## src/rtl/prefix_tree_codec.sv

```systemverilog
module prefix_tree_codec #(
  parameter int W = 8
) (
  input  logic         clk,
  input  logic         rst_n,
  input  logic         in_valid,
  input  logic [W-1:0] in_data,
  input  logic [W-1:0] in_mask,
  input  logic [W:0]   anc_code,
  input  logic [W:0]   desc_code,
  output logic         out_valid,
  output logic         out_err,
  output logic [W:0]   out_code,
  output logic [W-1:0] out_lo,
  output logic [W-1:0] out_hi,
  output logic         out_is_anc
);

  localparam int CW = W + 1;
  localparam int DW = $clog2(W + 1);
  localparam logic [W-1:0] ONES = {W{1'b1}};

  function automatic logic [DW-1:0] depth_of(input logic [CW-1:0] c);
    depth_of = '0;
    for (int i = 0; i < CW; i++)
      if (c[i]) depth_of = DW'(i);
  endfunction

  logic [DW-1:0] care_cnt;
  always_comb begin
    care_cnt = '0;
    for (int i = 0; i < W; i++)
      care_cnt = care_cnt + DW'(in_mask[i]);
  end

  wire mask_ok = (in_mask == ~(ONES >> care_cnt));

  logic [CW-1:0] enc_code;
  assign enc_code = mask_ok
    ? ((CW'(1) << care_cnt) | CW'(in_data >> (W - int'(care_cnt))))
    : '0;

  logic [DW-1:0] enc_depth;
  logic [CW-1:0] enc_val;
  logic [W-1:0]  dec_lo, dec_hi;
  assign enc_depth = depth_of(enc_code);
  assign enc_val   = enc_code & ~(CW'(1) << enc_depth);
  assign dec_lo    = mask_ok ? W'(enc_val << (W - int'(enc_depth))) : '0;
  assign dec_hi    = mask_ok ? (dec_lo | (ONES >> enc_depth)) : '0;

  logic [DW-1:0] da, db;
  logic          anc_hit;
  assign da = depth_of(anc_code);
  assign db = depth_of(desc_code);
  assign anc_hit = (anc_code != '0) && (desc_code != '0) && (da <= db) &&
                   ((desc_code >> (db - da)) == anc_code);

  always_ff @(posedge clk) begin
    if (!rst_n) begin
      out_valid  <= 1'b0;
      out_err    <= 1'b0;
      out_code   <= '0;
      out_lo     <= '0;
      out_hi     <= '0;
      out_is_anc <= 1'b0;
    end else begin
      out_valid <= in_valid;
      if (in_valid) begin
        out_err    <= !mask_ok;
        out_code   <= enc_code;
        out_lo     <= dec_lo;
        out_hi     <= dec_hi;
        out_is_anc <= anc_hit;
      end
    end
  end


  valid_follow_chk: assert property (@(posedge clk) disable iff (!rst_n)
    in_valid |=> out_valid);


  hold_chk: assert property (@(posedge clk) disable iff (!rst_n)
    !in_valid |=> (!out_valid && $stable(out_code) && $stable(out_lo) &&
                   $stable(out_hi) && $stable(out_is_anc) && $stable(out_err)));


  err_zero_chk: assert property (@(posedge clk) disable iff (!rst_n)
    out_err |-> (out_code == '0 && out_lo == '0 && out_hi == '0));


  span_shape_chk: assert property (@(posedge clk) disable iff (!rst_n)
    (out_valid && !out_err) |->
      (out_lo <= out_hi && $countones(CW'(out_hi ^ out_lo) + CW'(1)) == 1));


  code_nonzero_chk: assert property (@(posedge clk) disable iff (!rst_n)
    (out_valid && !out_err) |-> (out_code != '0));


  self_anc_chk: assert property (@(posedge clk) disable iff (!rst_n)
    (in_valid && anc_code == desc_code && anc_code != '0) |=> out_is_anc);


  zero_anc_chk: assert property (@(posedge clk) disable iff (!rst_n)
    (in_valid && (anc_code == '0 || desc_code == '0)) |=> !out_is_anc);

endmodule

```

## config.mk

```make
export PLATFORM = sky130hd
export DESIGN_NAME = prefix_tree_codec
export DESIGN_NICKNAME = d
export VERILOG_FILES = /design/src/rtl/prefix_tree_codec.sv
export SDC_FILE = /design/constraint.sdc
export NUM_CORES = 1
export LEC_CHECK = 0
export BUFFER_PORTS_ARGS = -buffer_cell sky130_fd_sc_hd__buf_2
export CORE_MARGIN = 2
export CORE_UTILIZATION = 49
export CTS_CLUSTER_SIZE = 16
export DETAILED_ROUTE_END_ITERATION = 16
export PLACE_DENSITY_LB_ADDON = 0.08
export SYNTH_ARGS = -nofsm -noshare
export SYNTH_HDL_FRONTEND = slang
export SYNTH_SLANG_ARGS = --single-unit
export TNS_END_PERCENT = 1
```

## constraint.sdc

```tcl
create_clock -name clk -period 15.7 [get_ports clk]
set_input_delay 0.785 -clock clk [delete_from_list [all_inputs] [get_ports clk]]
set_output_delay 0.785 -clock clk [all_outputs]
set_load 0.01 [all_outputs]
```

==> results.json, run 1 <==
{
  "ir_worst_vdd_v": 0.0000513,
  "clock_skew_ns": 0,
  "period_needed_ns": 7.61,
  "synth_compound_area_share_pct": 31.7,
  "ios": 65,
  "wirelength_met1_um": 4790,
  "rsz0062_at_grt": "no",
  "syn_nets": 535,
  "worstPathRequired_ns": 15.88,
  "fillers": 767,
  "root_buffer": "clkbuf_8",
  "maxSlewViolCount": 0,
  "power_density_nw_per_um2": 130,
  "grt_pass1_vias": 3522,
  "wl_met2_um": 4580,
  "dr_wl_met3_um": 587,
  "hp-start": "out_lo[5]",
  "start_util_pct": 49.6,
  "die_h_um": 91.8,
  "top_layer_used": "met4",
  "syn-cell-area_um2": 3770,
  "yosysSeqAreaShare_pct": 14.8,
  "antenna_found_initial": 0,
  "relSlewSlack_pct": 40.0,
  "cts.path.max_buffers": 2,
  "synthAdderAreaFrac_pct": 10.3,
  "clkSinkCount": 28,
  "crit_path_end_kind": "register",
  "fin_crit_sh_pct": 48.5,
  "power_mw": 0.539,
  "dieArea_um2": 8420,
  "synth_edf_count": 0,
  "reg2reg_from": "out_lo[7]",
  "drt-initial-drc-count": 273,
  "layout.nets": 587,
  "tightestPinTransition_ns": 0.900,
  "setup_viol": 0,
  "synth_xor_area_share_pct": 3.45,
  "wl_per_cell_um": 16.2,
  "coreArea_um2": 7610,
  "synthMuxAreaShare_pct": 8.95,
  "diodes": 0,
  "drive_gt1_share_pct": 23.6,
  "path_clk_slew_ns": 0.10,
  "synth-simple-area-share_pct": 23.2,
  "synth_top_family_by_area": "compound AO/OA/AOI/OAI gates",
  "numCtsBuffers": 3,
  "drc": 0,
  "viasPerCell": 5.98,
  "multi_input_area_um2": 2930,
  "wirelength_um": 10100,
  "syn_avg_cell_area_um2": 8.03,
  "htreeDepth": 1,
  "cap_violations": 0,
  "cts-hold-fix-buffers": 0,
  "worstSetupStartpointType": "primary input",
  "cts_setup_buffers": 0,
  "ys_types": 92,
  "synth_seq_cells": 28,
  "grt_util_all_layers_pct": 24.3,
  "clock_latency_ns": 0.28,
  "place.gp.congestion": 0.922,
  "synth_flop_cell": "dfxtp_1",
  "p_leak_nw": 1.75,
  "cts_tree": "done",
  "grt_max_degree": 24,
  "yosysWarnings": 0,
  "fmax_mhz": 131,
  "dr.pass1.iters": 6,
  "status": "finished clean",
  "grt_pass1_wl_um": 17100,
  "finalHoldViolCount": 0,
  "regArea_um2": 561,
  "ant_nets": 0,
  "area_growth_pct": 9.61,
  "cp.arrival_ns": 7.79,
  "num_rows": 32,
  "worst-setup-path-type": "primary input to register",
  "worstHoldPathType": "register to register",
  "fin_setup_tns_ns": 0,
  "cts-resized-gates": 0,
  "syn_inst": 470,
  "place.port_buffers": 64,
  "die_w_um": 91.8,
  "hpwl_um": 8050,
  "critPathLaunch": "in_mask[0]",
  "via_count": 3728,
  "grt_overflow": 0,
  "cp_max_fo": 23,
  "async_reset_ff_share_pct": 0
}
## report_power, final
| part | switching [mW] | leakage, nW | internal, mW |
|---|---|---|---|
| Clock | 0.0240 | 0.0357 | 0.0342 |
| Sequential | 0.000265 | 0.226 | 0.0716 |
| Combinational | 0.257 | 1.49 | 0.152 |
## per-layer routing
metal / vias to the layer above / track usage [%]
met5: - / 0
met4: 0 / 2.86
met3: 18 / 2.71
met2: 126 / 41.2
met1: 1739 / 34.3
li1: 1845 / -
## logic make-up after synthesis
kind of cell	count (synthesis)
xor gates and xnor gates	14
adders and majority gates	28
muxes	25
DFF	28
and+or+nand+nor	170
buffers and inverters	51
AOI/OAI and AO/OA	154
## metrics by stage
step	hold slack (ns)	area, µm²	util (%)	worst slack (ns)	instances
2_1_floorplan	0.463	3770	-	8.99	470
3_3_place_gp	0.421	4070	53.5	7.99	619
3_5_place_dp	0.426	4070	53.5	7.88	619
4_1_cts	0.443	4140	54.4	8.15	623
5_1_grt	0.457	4140	54.4	7.64	623
6_report	0.438	4140	54.4	8.09	623
## state kept, by name, indices dropped and copies added, names as in the netlist
name	count
out_code	9
out_err	1
out_hi	8
out_is_anc	1
out_lo	8
out_valid	1
## worst paths after layout
kind                                   to  slack (ns)  cells past startpoint
worst min register to register  out_lo[5]        0.44                      2
worst min-delay path            out_lo[5]        0.44                      2
worst max-delay path            out_hi[6]        8.09                     25
worst max register to register  out_lo[7]       14.92                      3
## critical path: stages
cell      delay [ns]
buf_2           0.12
fa_1            0.53
inv_1           0.05
fa_1            0.45
fa_1            0.50
inv_1           0.04
ha_1            0.21
fa_1            0.72
inv_1           0.15
ha_1            0.27
ha_1            0.24
xnor2_1         0.16
a211oi_2        0.21
a22oi_2         0.10
a221o_1         0.69
nand2b_1        0.33
a21oi_2         0.53
inv_1           0.15
ha_1            0.27
ha_1            0.47
inv_1           0.17
o41a_2          0.15
o21ai_0         0.10
a311oi_1        0.30
o21ai_1         0.08
## cells in the final DEF, fill, tap and decap left out, drive strengths merged, types with 6 or more instances in the layout
cell type / synthesis / layout
or3: 6 / 6
mux2i: 12 / 12
nor4: 8 / 8
o21ai: 32 / 32
buf: 8 / 65
and2: 6 / 6
a21oi: 38 / 38
ha: 23 / 23
nand3: 10 / 10
a211o: 9 / 9
a21o: 7 / 7
nand2: 50 / 50
xnor2: 10 / 10
dfxtp: 28 / 28
a211oi: 13 / 13
inv: 32 / 32
mux2: 8 / 8
nor2b: 10 / 10
nor3: 12 / 12
nor2: 42 / 42
a31oi: 6 / 6
## cell usage after synthesis (3+ instances only)
cell type | instances | area (µm²)
o21ai_1 | 6 | 30.0
ha_1 | 23 | 288
clkbuf_1 | 5 | 18.8
mux2i_1 | 11 | 110
nor2b_1 | 9 | 56.3
a21boi_1 | 3 | 22.5
a211o_1 | 7 | 61.3
nor4_1 | 6 | 37.5
a21o_2 | 4 | 35.0
nand2b_1 | 4 | 25.0
buf_6 | 6 | 67.6
nand3_1 | 10 | 50.1
nor2_1 | 41 | 154
and2_2 | 3 | 22.5
a211oi_1 | 9 | 67.6
a31oi_1 | 6 | 37.5
and3_1 | 4 | 25.0
a311oi_1 | 3 | 26.3
a211oi_2 | 3 | 37.5
mux2_2 | 8 | 90.1
a21o_1 | 3 | 22.5
or3_1 | 5 | 31.3
clkbuf_8 | 5 | 68.8
xnor2_1 | 9 | 78.8
nand2_1 | 48 | 180
o21a_1 | 3 | 22.5
or2_2 | 3 | 18.8
inv_1 | 31 | 116
a21oi_1 | 36 | 180
xor2_1 | 4 | 35.0
nand4_1 | 4 | 25.0
mux4_1 | 3 | 78.8
o211ai_1 | 3 | 22.5
fa_1 | 5 | 100
o21ai_0 | 25 | 125
dfxtp_1 | 28 | 561
o2111ai_1 | 3 | 26.3
nor3_1 | 11 | 55.1
## cell type report
type                       count  area share, %
tap                          102           3.08
clock inverter                 1          0.726
timing repair buffer          65           7.92
inverter                      33           2.99
clock buffer                   3          0.998
sequential                    28           13.5
multi-input combinational    391           70.7
Note: power is estimated with default switching activity, not from simulation.
==> inputs of run 2 (changes only) <==
- ABC_AREA: default -> 1
- clock period: 15.7 -> 7.2 ns (I/O delays scaled with it)
==> run 2 against run 1 <==
Setup slack got worse by 7.2 ns. Critical endpoint is now out_hi[1]. Via count decreased by 0.32%. Worst hold slack got worse by 0.093 ns. Register-to-register slack got worse by 8.4 ns. Clock power increased by 110%. Area after synthesis fell by 8.9%. Synthesized cell count increased by 24%. Critical path depth is 12 higher. Combinational power up 38%. Sequential power grew 120%. Count of clock-buffer cells in the layout stayed put.
==> results.json, run 2 <==
{
  "status": "finished clean",
  "fin_crit_sh_pct": 87.4,
  "htreeDepth": 1,
  "worst-setup-path-type": "primary input to register",
  "hp-start": "rst_n",
  "clkSinkCount": 28,
  "diodes": 0,
  "cp_max_fo": 12,
  "crit_path_max_incr_delay_ns": 0.57,
  "worstPathRequired_ns": 7.39,
  "final_cell_mix": "nand2_1 (202), inv_1 (71), buf_2 (64), nand3_1 (62), nor2_1 (39)",
  "wirelength_um": 8960,
  "cts-resized-gates": 0,
  "worstHoldPathType": "primary input to register",
  "cts_tree": "done",
  "synth_top_area_share_pct": 22.1,
  "rsz0062_at_grt": "no",
  "cp_common_cell": "nand2_1",
  "clock_latency_ns": 0.27,
  "setup_ws_ns": 0.904,
  "synth_edf_count": 0,
  "layout.nets": 706,
  "ant_nets": 0,
  "cp.arrival_ns": 6.49,
  "grt_pass1_vias": 3416,
  "wl_per_cell_um": 12.2,
  "reg_top3": "out_code x9, out_hi x8, out_lo x8",
  "finalHoldViolCount": 0,
  "synth_top_area_cell": "nand2_1",
  "path_clk_slew_ns": 0.08,
  "root_buffer": "clkbuf_8",
  "setup_viol": 0,
  "num_rows": 30,
  "cts.path.max_buffers": 2,
  "regMostFlops": "out_code",
  "start_util_pct": 50.6,
  "power_density_nw_per_um2": 217,
  "fmax_mhz": 159,
  "power_mw": 0.840,
  "largest_reg_flops": 9,
  "synth_flop_cell": "dfxtp_1",
  "drt-initial-drc-count": 208,
  "via_count": 3716,
  "cts_setup_buffers": 0,
  "ys_types": 42,
  "synth_seq_cells": 28,
  "ios": 65,
  "reg2reg_from": "out_hi[1]",
  "grt_pass1_wl_um": 15100,
  "tightestPinTransition_ns": 0.705,
  "async_reset_ff_share_pct": 0,
  "numCtsBuffers": 3,
  "place_ws_ns": 0.678,
  "grt_overflow": 0,
  "design_area_um2": 3880,
  "postPlaceCellArea_um2": 3810,
  "period_needed_ns": 6.30,
  "maxSlewViolCount": 0,
  "grt_util_all_layers_pct": 23.7,
  "synthTopCellsByCount": "nand2_1 (202), inv_1 (71), nand3_1 (62)",
  "p_leak_nw": 2.10,
  "drc": 0,
  "dieArea_um2": 7700,
  "coreArea_um2": 6790,
  "final_common_cell": "nand2_1",
  "worstSetupStartpointType": "primary input",
  "dr.pass1.iters": 5,
  "clock_skew_ns": 0,
  "crit_path_end_kind": "register",
  "cap_violations": 0,
  "syn-cell-area_um2": 3440,
  "syn_avg_cell_area_um2": 5.90,
  "area_growth_pct": 12.8,
  "antenna_found_initial": 0,
  "grt_max_degree": 17,
  "fin_setup_tns_ns": 0,
  "cts-hold-fix-buffers": 0,
  "syn_nets": 648,
  "relSlewSlack_pct": 52.7,
  "die_w_um": 87.8,
  "viasPerCell": 5.05,
  "critPathLaunch": "in_mask[0]",
  "syn_inst": 583,
  "slowest_stage": "fa_1",
  "drive_gt1_share_pct": 17.3,
  "ir_worst_vdd_v": 0.000232,
  "place.gp.congestion": 0.929,
  "yosysSeqAreaShare_pct": 16.3,
  "hpwl_um": 7540,
  "die_h_um": 87.8,
  "yosysWarnings": 0,
  "fin_util_pct": 57.1,
  "yosysMostFrequentCell": "nand2_1",
  "place.port_buffers": 64,
  "synthTopCellsByArea": "nand2_1 (22%), dfxtp_1 (16%), nand3_1 (9.0%), ha_1 (8.4%), inv_1 (7.8%)"
}
run 2: cell types whose count changed after synthesis, sizes merged, moves of 12 or more:
cell | before | now
nand2 | 50 | 221
nand3 | 10 | 65
inv | 32 | 78
a21oi | 38 | 9
a211oi | 13 | 1
run 2: final timing paths:
kind                            depth (start not counted)   endpoint  slack, ns
worst max-delay path                                   37  out_hi[1]       0.90
worst min-delay path                                    3    out_err       0.35
worst max register to register                          2  out_hi[1]       6.57
worst min register to register                          2  out_hi[3]       0.45
run 2: where the power goes:
group / switching [mW] / internal, mW
Clock: 0.0460 / 0.0744
Sequential: 0.000725 / 0.156
Combinational: 0.383 / 0.180
Total: 0.430 / 0.410
run 2: final cells by class:
type / instances / area [µm²]
Tap cell: 96 / 120
Timing Repair Buffer: 66 / 335
Multi-Input combinational cell: 463 / 2490
Clock inverter: 1 / 30.0
Inverter: 79 / 297
Fill cell: 693 / 2920
Clock buffer: 3 / 41.3
Sequential cell: 28 / 561
run 2: critical path: cells and delay by family:
kind | cells | cell delay, ns
adder cells (fa/ha/maj) | 9 | 3.08
AND/OR/NAND/NOR | 17 | 1.88
buffers and inverters | 9 | 0.71
AO/OA/AOI/OAI | 2 | 0.44
run 2: per-layer routing:
layer  vias up  GRT usage [%]  wire length, µm
li1       1995              -                -
met1      1610           32.5             4250
met2        99           41.0             4120
met3        12           1.79              478
met4         0           4.90              112
met5         -              0                0
run 2: kinds of logic after synthesis:
group,count (synthesis),share of synthesized area [%]
AND/OR/NAND/NOR,348,45.5
buffers and inverters,92,11.2
adder cells (fa/ha/maj),28,11.3
AO/OA/AOI/OAI,80,13.9
XOR/XNOR,6,1.53
flip-flops,28,16.3
multiplexers,1,0.291
run 2: metrics by stage:
stage / hold WS, ns / instances
5_1_grt: 0.391 / 736
3_5_place_dp: 0.439 / 732
3_3_place_gp: 0.433 / 732
6_report: 0.345 / 736
2_1_floorplan: 0.476 / 583
4_1_cts: 0.345 / 736
